[config.mk]
export PLATFORM = sky130hd
export DESIGN_NAME = evctr_bank
export DESIGN_NICKNAME = d
export VERILOG_FILES = /design/src/rtl/evctr_bank.sv
export SDC_FILE = /design/constraint.sdc
export NUM_CORES = 1
export LEC_CHECK = 0
export ABC_CLOCK_PERIOD_IN_PS = 3950
export BUFFER_PORTS_ARGS = -buffer_cell sky130_fd_sc_hd__buf_2
export CAP_MARGIN = 30
export CORE_MARGIN = 3
export CORE_UTILIZATION = 40
export CTS_CLUSTER_DIAMETER = 60
export CTS_CLUSTER_SIZE = 14
export DETAILED_ROUTE_END_ITERATION = 12
export REMOVE_ABC_BUFFERS = 1
export SLEW_MARGIN = 25
export SYNTH_ARGS = -nofsm -noshare
export SYNTH_HDL_FRONTEND = slang
export SYNTH_SLANG_ARGS = --single-unit
[constraint.sdc]
create_clock -name clk -period 3.95 [get_ports clk]
set_clock_uncertainty 0.15 [all_clocks]
set_input_delay 0.5925 -clock clk [delete_from_list [all_inputs] [get_ports clk]]
set_output_delay 0.5925 -clock clk [all_outputs]
set_load 0.01 [all_outputs]
[src/rtl/evctr_bank.sv]
`timescale 1ns/1ps
module evctr_bank #(
  parameter int NGEN     = 4,
  parameter int NFIX     = 3,
  parameter int CW       = 48,
  parameter int EVW      = 4,
  parameter int FIX_BASE = 32,
  parameter int DW       = 64,
  parameter int AW       = 8
) (
  input  logic                 clk,
  input  logic                 rst_n,
  input  logic [NGEN*EVW-1:0]  ev_gen,
  input  logic [NFIX-1:0]      ev_fix,
  input  logic                 priv_user,
  input  logic                 bus_wr,
  input  logic [AW-1:0]        bus_addr,
  input  logic [DW-1:0]        bus_wdata,
  output logic [DW-1:0]        bus_rdata,
  output logic                 irq
);
  localparam logic [AW-1:0] A_GCNT  = AW'('h00);
  localparam logic [AW-1:0] A_GSEL  = AW'('h10);
  localparam logic [AW-1:0] A_FCNT  = AW'('h20);
  localparam logic [AW-1:0] A_FCTL  = AW'('h30);
  localparam logic [AW-1:0] A_GEN   = AW'('h31);
  localparam logic [AW-1:0] A_GSTAT = AW'('h32);
  localparam logic [AW-1:0] A_GCLR  = AW'('h33);
  localparam int FW = 4 * NFIX;
  localparam logic [DW-1:0] GMASK =
    ((DW'(1) << NGEN) - DW'(1)) | (((DW'(1) << NFIX) - DW'(1)) << FIX_BASE);

  logic [NGEN-1:0][CW-1:0] gcnt, gnext;
  logic [NGEN-1:0][15:0]   gsel;
  logic [NFIX-1:0][CW-1:0] fcnt, fnext;
  logic [FW-1:0]           fctl;
  logic [DW-1:0]           genable, gstat, ovf, ovf_int, clr;
  logic [NGEN-1:0]         gwrap, gwr, gie;
  logic [NFIX-1:0]         fwrap, fwr, fie;

  for (genvar g = 0; g < NGEN; g++) begin : g_gen
    logic [EVW-1:0] ev;
    logic [7:0]     cm;
    logic           act;
    logic [CW-1:0]  step;
    logic [CW:0]    sum;
    assign ev   = ev_gen[g*EVW +: EVW];
    assign cm   = gsel[g][15:8];
    assign act  = gsel[g][0] & genable[g] & (priv_user ? gsel[g][2] : gsel[g][1]);
    assign step = !act ? '0 : (cm == 8'd0) ? CW'(ev) : CW'(32'(ev) >= 32'(cm));
    assign sum  = {1'b0, gcnt[g]} + {1'b0, step};
    assign gwr[g]   = bus_wr && (bus_addr == A_GCNT + AW'(g));
    assign gwrap[g] = sum[CW] & ~gwr[g];
    assign gnext[g] = sum[CW-1:0];
    assign gie[g]   = gsel[g][3];
  end

  for (genvar f = 0; f < NFIX; f++) begin : g_fix
    logic [3:0]  fld;
    logic        act;
    logic [CW:0] sum;
    assign fld = fctl[4*f +: 4];
    assign act = ev_fix[f] & genable[FIX_BASE+f] & (priv_user ? fld[1] : fld[0]);
    assign sum = {1'b0, fcnt[f]} + (CW+1)'(act);
    assign fwr[f]   = bus_wr && (bus_addr == A_FCNT + AW'(f));
    assign fwrap[f] = sum[CW] & ~fwr[f];
    assign fnext[f] = sum[CW-1:0];
    assign fie[f]   = fld[3];
  end

  assign ovf     = DW'(gwrap) | (DW'(fwrap) << FIX_BASE);
  assign ovf_int = DW'(gwrap & gie) | (DW'(fwrap & fie) << FIX_BASE);
  assign clr     = (bus_wr && bus_addr == A_GCLR) ? (bus_wdata & GMASK) : '0;

  always_ff @(posedge clk or negedge rst_n) begin
    if (!rst_n) begin
      gcnt    <= '0;
      gsel    <= '0;
      fcnt    <= '0;
      fctl    <= '0;
      genable <= '0;
      gstat   <= '0;
      irq     <= 1'b0;
    end else begin
      for (int g = 0; g < NGEN; g++) begin
        gcnt[g] <= gwr[g] ? bus_wdata[CW-1:0] : gnext[g];
        if (bus_wr && bus_addr == A_GSEL + AW'(g)) gsel[g] <= bus_wdata[15:0];
      end
      for (int f = 0; f < NFIX; f++)
        fcnt[f] <= fwr[f] ? bus_wdata[CW-1:0] : fnext[f];
      if (bus_wr && bus_addr == A_FCTL) fctl <= bus_wdata[FW-1:0];
      if (bus_wr && bus_addr == A_GEN)  genable <= bus_wdata & GMASK;
      gstat <= (gstat & ~clr) | ovf;
      irq   <= |ovf_int;
    end
  end

  always_comb begin
    bus_rdata = '0;
    for (int g = 0; g < NGEN; g++) begin
      if (bus_addr == A_GCNT + AW'(g)) bus_rdata = DW'(gcnt[g]);
      if (bus_addr == A_GSEL + AW'(g)) bus_rdata = DW'(gsel[g]);
    end
    for (int f = 0; f < NFIX; f++)
      if (bus_addr == A_FCNT + AW'(f)) bus_rdata = DW'(fcnt[f]);
    if (bus_addr == A_FCTL)  bus_rdata = DW'(fctl);
    if (bus_addr == A_GEN)   bus_rdata = genable;
    if (bus_addr == A_GSTAT) bus_rdata = gstat;
  end
endmodule

Word level (Yosys, flattened, before mapping):

Index checks and enable logic that the tools add are counted.
Widths: inputs -> output; s select.

* output and inout port bits: 65
* register bits: 484
* logic and storage cells: 132
* input bits: 95

* muxes and demuxes: 37
* magnitude comparators: 4
* equal/unequal tests: 14
* add/subtract/negate cells: 7
* reduce and logical (&&, ||, !) cells: 20
* bitwise logic cells: 35

Operators by type and width (number)
* $mux 64: 13
* $mux 48: 8
* $add 48x4->49: 4
* $add 48x1->49: 3
* $or 4x35->35: 2
* $and 64x64->64: 1
* $not 35->64: 1
* $or 64x35->64: 1
* $reduce_or 64->1: 1
* $eq 8x6->1 const B: 7
* $logic_not 8->1: 5
* $mux 35: 1
* $eq 8x5->1 const B: 4
* $ge 4x8->1: 4
* $mux 4: 8
* $and 1x1->1: 21
* $eq 8x2->1 const B: 2
* $logic_and 1x1->1: 14
* $eq 8x1->1 const B: 1
* $mux 1: 7
* $not 1->1: 7
* $and 4x4->4: 1
* $and 3x3->3: 1

Depth between registers and ports, before layout:

Gate-level depths: netlist of the first run.

* depth after elaboration: 15
* gate-level depth with buffers: 18
* gate-level depth less buffers: 17

Least setup slack after synthesis of the first run:

Ideal clock, no wire load.

* path kind: input port to flip-flop
* start: in ev_gen[8]
* end: reg gcnt[142] (netlist bit)
* buffers on the path: 1
* slack: 289 ps
* stages: 18
* arrival time: 3433 ps
* library setup time: 77 ps
* required time: 3723 ps
* cells stage by stage: inv_1 ha_1 nand2b_1 a21oi_1 nor2b_1 o21ai_0 and3b_1 nor4_1 ha_1 inv_1 fa_1 nor2b_1 o21ai_1 a2111oi_4 buf_4 nand4_1 xor2_1 a21oi_1

* longest elaborated chain between the ends: 5

RTL lines
* start, declared: line 13 `input logic [NGEN*EVW-1:0] ev_gen,`
* $ge 4x8->1: line 50 `assign step = !act ? '0 : (cm == 8'd0) ? CW'(ev) : CW'(32'(ev) >= 32'(cm));`
* $mux 4 (*) (2 in series): line 50
* $add 48x4->49 (*): line 51 `assign sum = {1'b0, gcnt[g]} + {1'b0, step};`
* $mux 48 (*): line 86 `gcnt[g] <= gwr[g] ? bus_wdata[CW-1:0] : gnext[g];`
* end signal, assigned by index: line 86
* end, declared: line 33 `logic [NGEN-1:0][CW-1:0] gcnt, gnext;`

Every way passes the cells marked *; elsewhere a longest branch is shown, timed or not.
A chain may end at the register's enable or synchronous reset.

Final worst setup path of the first run:

* start: in bus_addr[0]
* end: out bus_rdata[30]

* longest elaborated chain between the ends: 15
* elaborated cells on any way between the ends: 28
* those cells by class: 13 x eq/ne; 14 x mux; 1 x reduce/logical

RTL lines
* start, declared: line 17 `input logic [AW-1:0] bus_addr,`
* $logic_not 8->1: line 101 `if (bus_addr == A_GCNT + AW'(g)) bus_rdata = DW'(gcnt[g]);`
* $mux 48: line 101
* $mux 64: line 102 `if (bus_addr == A_GSEL + AW'(g)) bus_rdata = DW'(gsel[g]);`
* $mux 64: line 101
* $mux 64: line 102
* $mux 64: line 101
* $mux 64: line 102
* $mux 64: line 101
* $mux 64: line 102
* $mux 64 (3 in series): line 105 `if (bus_addr == A_FCNT + AW'(f)) bus_rdata = DW'(fcnt[f]);`
* $mux 64: line 106 `if (bus_addr == A_FCTL) bus_rdata = DW'(fctl);`
* $mux 64: line 107 `if (bus_addr == A_GEN) bus_rdata = genable;`
* $mux 64 (*): line 108 `if (bus_addr == A_GSTAT) bus_rdata = gstat;`
* end, declared: line 19 `output logic [DW-1:0] bus_rdata,`

Marks and branches as above.

==> summary.md, run 1 <==
| Metric | Value |
|---|---|
| Clock root buffer | clkbuf_16 |
| Largest net degree at the start of global routing | between 90 and 100 |
| Post-synth EDFFs | 0 |
| Max Cap Viol | 0 |
| Crit Path Class | input port to primary output |
| Fillers | between 6000 and 7000 |
| Final hold slack | about 170 ps |
| Num Clock Sinks | between 400 and 500 |
| First-pass GRT wire length | about 150000 um |
| Top_reg_cell synth | dfrtp_1 |
| Total track usage | 0.282 |
| Worst path cell trace | buf_2 > or4_1 > nor2_4 > buf_4 > buf_4 > a22oi_1 > nand3_1 > buf_2 |
| Layout area overhead | 14.2% |
| Number of global-route vias before repair | approximately 24000 |
| PortBufs | between 100 and 150 |
| Critical path fanouts, max | 17 |
| Max clock buf depth | 3 |
| Synth Cell Area | 26000 um^2 |
| Post-DP HPWL | between 70000 and 80000 um |
| RSZ-0062 raised after global routing | yes |
| Status | finished, final reports clean |
| TritonCTS buffer count | 44 |
| CP max stage delay | about 650 ps |
| Top Ports | 160 |
| FF+latch count, synth | roughly 430 |
| Avg WL per Cell | ~25 um |
| YS warnings | 0 |
| Post-synth cell types | 83 |
| Startpoint Class | input port |
| Worst vdd ir | about 0.00029 V |
| Slowest CP cell | or4_1 |
| # rows | 92 |
| Dpl cell area | about 28000 um^2 |
| GPL Wtd Cong | 0.957 |
| Mean post-synth cell area | 8.83 um^2 |
| Seq/Total Area, Yosys | 0.412 |
| Fin. max-slew vios | 0 |
| PwrDens | around 350 nW/um^2 |
| Die area | 68000 um^2 |
| 1st-iter DRT viols | between 3000 and 4000 |
| Clock Latency Late Sink | between 600 and 700 ps |
| CP Capture Type | primary output |
| Post-route ant nets | 0 |
| H-Tree Depth | 2 |
| Final Setup Violations | 0 |
| Fmax | ~260 MHz |
| Core area | 63700 um^2 |
| Design area | roughly 30000 um^2 |
| Via count | 23800 |
| Critical path data arrival time | 3160 ps |
| Commonest cells after routing, fill and taps aside | nor2_1, dfrtp_1, a21oi_1, nand2_1, nand3_1 |
| Initial antenna violation count | 4 |
| DIE WIDTH | between 200 and 300 um |
| Relative slew slack | 0.402 |
| First-pass DRT Iterations | 8 |
| Min-Delay Path Class | input port to register |
| Clock Pin Slew Worst Setup and Hold Paths | about 70 ps |
| Cell count after synthesis | 2940 |
| WL final | 96900 um |
| Routed vias/inst | ~6 |
| Period minus WS final | approximately 3900 ps |
| Die Height | approximately 260 um |
| Leakage | 0.0130 uW |
| Worst endpoint required time | between 3000 and 4000 ps |
| Share of post-route cells with drive strength above 1 | 0.143 |
| Initial core utilization | 0.408 |
| Total grt overflow | 0 |
| FFs w/ async S/R, synth | 1.00 |
| Leading cell type in the layout, fill and taps excluded | nor2_1 |
| Nets | around 3200 |
| DRC | 0 |
| CTS tree | yes |
| Final Hold Fails | 0 |
| Final critical-path share of the clock period | 0.988 |
| Slew @ Worst Pin | 895 ps |
## worst paths after layout
| check | startpoint | end | slack, ps | cells after the start |
|---|---|---|---|---|
| worst max-delay path | bus_addr[0] | bus_rdata[30] | 50 | 8 |
| worst min-delay path | bus_wdata[47] | gcnt[143]$_DFF_PN0_ | 170 | 3 |
| worst max register to register | g_gen[3].cm[0]$_DFFE_PN0P_ | irq$_DFF_PN0_ | 110 | 16 |
| worst min register to register | gstat[32]$_DFF_PN0_ | gstat[32]$_DFF_PN0_ | 330 | 2 |
| max in group asynchronous | rst_n | gcnt[165]$_DFF_PN0_ | 2150 | 3 |
| min in group asynchronous | rst_n | gcnt[80]$_DFF_PN0_ | 530 | 2 |
## registers in the layout (all words and copies together), names as in the netlist
name / count
fctl: 12
fcnt: 144
gsel: 28
genable: 7
irq: 1
gie: 4
gcnt: 192
g_gen.cm: 32
gstat: 7
## report_power, final
| part | leakage [uW] | internal, uW | switching, uW |
|---|---|---|---|
| Sequential | 0.00576 | 4680 | 435 |
| Combinational | 0.00659 | 408 | 516 |
| Clock | 0.000703 | 2360 | 1970 |
| Total | 0.0130 | 7460 | 2920 |
## what timing repair did
action / in CTS / in global routing
hold buffers: 1 / 0
gates resized for setup: 0 / 5
buffers inserted: 0 / 1
hold endpoints to repair: 80 / 0
setup endpoints to repair: 0 / 27
## cells by family (layout without fill, tap and decap cells)
kind of cell / count (synthesis) / after routing / share of synthesized area
AOI/OAI and AO/OA: 596 / 596 / 0.143
xor gates and xnor gates: 319 / 319 / 0.108
adders and majority gates: 42 / 42 / 0.0214
buffers and inverters: 263 / 400 / 0.0426
DFF: 427 / 427 / 0.412
muxes: 118 / 118 / 0.0505
other: 1 / 18 / 0.000144
and+or+nand+nor: 1174 / 1174 / 0.224
## per-layer routing
layer | track usage | vias up | share of wire
met1 | 0.374 | 11700 | 0.41
met4 | 0.126 | 2 | 0.047
met3 | 0.0468 | 240 | 0.085
met5 | 0 | - | 0.00013
li1 | - | 10700 | -
met2 | 0.453 | 1190 | 0.46
## metrics by stage
step	utilization	instances	TNS [ps]	worst slack [ps]	total power [uW]
after floorplan	-	2763	-106700	-1430	5550
after global placement	0.442	3861	-2180	-230	6050
after detailed placement	0.442	3861	-4190	-246	6100
after CTS	0.465	3935	0	27.8	10400
after global routing	0.466	3939	-259	-92.7	10700
final	0.466	3940	0	47.4	10400
## synth_stat cells, types with 12 or more instances
cell type,instances,share of area
a222oi_1,55,0.021
and4_1,29,0.0098
nor3_1,47,0.0091
nand4_1,92,0.022
dfrtp_1,427,0.41
ha_1,38,0.018
mux2i_1,14,0.0054
a21oi_1,350,0.067
nand3_1,164,0.032
mux2_1,37,0.016
buf_4,18,0.0052
inv_1,71,0.010
a22oi_1,46,0.013
and3_1,53,0.013
o22ai_1,18,0.0043
nor2b_1,13,0.0031
or4_1,12,0.0035
o21ai_0,27,0.0052
nor2_1,440,0.064
nand2_1,203,0.029
clkbuf_1,117,0.017
xnor2_1,156,0.053
nor4_1,17,0.0041
and2_1,23,0.0055
buf_1,15,0.0022
xor2_1,163,0.055
mux2_2,67,0.029
buf_2,42,0.0081
## final cells by class
class,instances,area (um^2),area share
clock buffer,53,1180,0.0400
inverter,71,267,0.00899
multi-input combinational,2265,14300,0.483
timing repair buffer,256,1880,0.0633
tap,846,1060,0.0357
sequential,427,10700,0.360
clock inverter,20,240,0.00810
antenna,2,5.00,0.000169
## critical path, delay by kind of cell
family	cells	cell delay, ps
AND/OR/NAND/NOR	3	1300
buffers and inverters	4	1100
AO/OA/AOI/OAI	1	130
No activity file was read; power rests on OpenSTA's default activity.
==> run 2: changes to the inputs <==
Settings changed: REMOVE_ABC_BUFFERS 1 to not set.
==> run 2 against run 1 <==
  * Fmax is 3.1% higher
  * Via count is 1.3% lower
  * Setup slack better by 120 ps
  * Critical path depth is 1 higher
  * Highest routed layer is now met4
==> summary.md, run 2 (synthesis results as in run 1) <==
| Metric | Value |
|---|---|
| Fillers | 6108 (+0.082%) |
| Slew @ Worst Pin | 895 ps (-0.506 ps) |
| First-pass DRT Iterations | 9 (+1) |
| CP Capture Type | primary output |
| RSZ-0062 raised after global routing | no |
| Worst endpoint required time | 3210 ps (about the same) |
| Post-Route Utilization | 0.463 (-0.00238) |
| Critical path data arrival time | 3040 ps (-120 ps) |
| Share of post-route cells with drive strength above 1 | 0.142 (-0.00134) |
| Die Height | 261 um (unchanged) |
| Initial antenna violation count | 0 (-4) |
| Largest net degree at the start of global routing | 96 (unchanged) |
| Avg WL per Cell | 24.4 um (-0.65%) |
| PortBufs | 127 (unchanged) |
| Largest register FFs | 192 (unchanged) |
| Die area | 68000 um^2 (unchanged) |
| Period minus WS final | 3790 ps (-117 ps) |
| Final Setup Violations | 0 (unchanged) |
| TritonCTS buffer count | 44 (unchanged) |
| Final hold slack | 192 ps (+23.9 ps) |
| Clock Latency Late Sink | 590 ps (-20 ps) |
| Seq pwr share | 0.496 (+0.003) |
| Relative slew slack | 0.404 (+0.00201) |
| Post-DP HPWL | 70000 um (-0.78%) |
| P_sw | 2910 uW (-0.33%) |
| Critical path fanouts, max | 30 (+13) |
| Max clock buf depth | 3 (unchanged) |
| Clock Pin Slew Worst Setup and Hold Paths | 70 ps (about the same) |
| Final critical-path share of the clock period | 0.958 (-0.0295) |
| Comb power frac | 0.088 (about the same) |
| Design area | 29500 um^2 (-0.51%) |
| Number of global-route vias before repair | 23300 (-0.91%) |
| H-Tree Depth | 2 (unchanged) |
| Initial core utilization | 0.408 (unchanged) |
| Dpl cell area | 28000 um^2 (-0.52%) |
| Status | finished, final reports clean |
| Clk pwr share | 0.416 (-0.002) |
| Total track usage | 0.280 (-0.00230) |
| Via count | 23500 (-1.3%) |
| Max Cap Viol | 0 (unchanged) |
| First-pass GRT wire length | 145000 um (-0.60%) |
| Commonest cells after routing, fill and taps aside | nor2_1, dfrtp_1, a21oi_1, nand2_1, nand3_1 |
| Largest register by flop count | gcnt |
| Top Ports | 160 (unchanged) |
| Sw frac | 0.282 (+0.000542) |
| Post-Place Cells | 3848 (-0.34%) |
| Worst vdd ir | 0.000302 V (+5.2%) |
| DRC | 0 (unchanged) |
| Routed vias/inst | 5.99 (-0.91%) |
| Clock root buffer | clkbuf_16 |
| Leakage | 0.0129 uW (-0.79%) |
| Total grt overflow | 0 (unchanged) |
| Fin. max-slew vios | 0 (unchanged) |
| Post-route ant nets | 0 (unchanged) |
| Num Clock Sinks | 427 (unchanged) |
| PwrDens | 350 nW/um^2 (about the same) |
| Core area | 63700 um^2 (unchanged) |
| Layout area overhead | 13.6% |
| Min-Delay Path Class | input port to register |
| # rows | 92 (unchanged) |
| Final Hold Fails | 0 (unchanged) |
| Leading cell type in the layout, fill and taps excluded | nor2_1 |
| 1st-iter DRT viols | 2874 (-6.6%) |
| GPL Wtd Cong | 0.974 (+1.8%) |
| Nets | 3189 (-0.41%) |
| Power Internal | 7410 uW (-0.60%) |
| WL final | 95900 um (-1.0%) |
| Fmax | 264 MHz (+3.1%) |
| Crit Path Class | input port to primary output |
| CTS tree | yes |
| DIE WIDTH | 261 um (unchanged) |
| Startpoint Class | input port |
| Layout Cells excl Fill | 3926 (-0.36%) |
==> run 2: cell types whose count changed in the layout (fill, tap and decap cells not counted), moves of 2 or more <==
cell,delta
buf_4,-8
buf_12,-5
inv_6,+4
clkinv_2,-3
clkinvlp_4,+3
inv_8,-3
nor3_1,-3
nor3_2,+3
o21a_1,-2
o21a_2,+2
==> run 2: layout make-up <==
cell class,count,area (um^2),area share
Clock inverter,20,211,0.00717
Sequential cell,427,10700,0.362
Inverter,71,267,0.00904
Clock buffer,53,1210,0.0409
Antenna cell,1,2.50,0.0000848
Tap cell,846,1060,0.0359
Multi-Input combinational cell,2265,14300,0.486
Timing Repair Buffer,243,1720,0.0582
==> run 2: per-layer routing <==
metal / vias to the layer above / global-route usage / wire length (um)
li1: 10600 / - / -
met1: 11600 / 0.369 / 39100
met2: 1065 / 0.455 / 44700
met3: 203 / 0.0472 / 7790
met4: 0 / 0.120 / 4410
met5: - / 0 / 0
==> run 2: power groups by stage <==
| stage | registers, uW | logic [uW] | clock network (uW) |
|---|---|---|---|
| after floorplan | 5040 | 564 | 0 |
| after global placement | 5170 | 868 | 0 |
| after detailed placement | 5190 | 898 | 0 |
| after CTS | 5110 | 906 | 4350 |
| after global routing | 5160 | 1000 | 4530 |
| final | 5120 | 905 | 4300 |
==> run 2: worst max-delay path: stages <==
cell,delay [ps]
buf_2,200
buf_4,350
nor3b_1,100
o211ai_1,680
o21ai_0,270
o2111ai_1,250
and3_1,280
o21ai_1,140
buf_2,170
==> run 2: worst paths after layout <==
path	start	to	slack (ps)	cells past startpoint
max reg2reg	g_gen[2].cm[0]$_DFFE_PN0P_	gcnt[120]$_DFF_PN0_	210	18
min reg2reg	gstat[32]$_DFF_PN0_	gstat[32]$_DFF_PN0_	340	2
min	bus_wdata[26]	gcnt[26]$_DFF_PN0_	190	3
max	bus_addr[4]	bus_rdata[7]	160	9
max in group asynchronous	rst_n	gcnt[117]$_DFF_PN0_	2030	3
min in group asynchronous	rst_n	fcnt[97]$_DFF_PN0_	480	2
==> run 2: stage by stage <==
stage          setup TNS [ps]  setup slack (ps)  total power (uW)
2_1_floorplan               0               289              5600
3_3_place_gp            -1830              -201              6040
3_5_place_dp            -2800              -189              6090
4_1_cts                     0              81.3             10400
5_1_grt                     0              5.55             10700
6_report                    0               164             10300
==> run 2: timing repair <==
| item | 4_1_cts | 5_1_grt |
|---|---|---|
| hold buffers | 1 | 0 |
| buffers inserted | 0 | 2 |
| endpoints found under the hold margin | 87 | 0 |
| setup endpoints to repair | 0 | 38 |
| gates resized for setup | 0 | 12 |
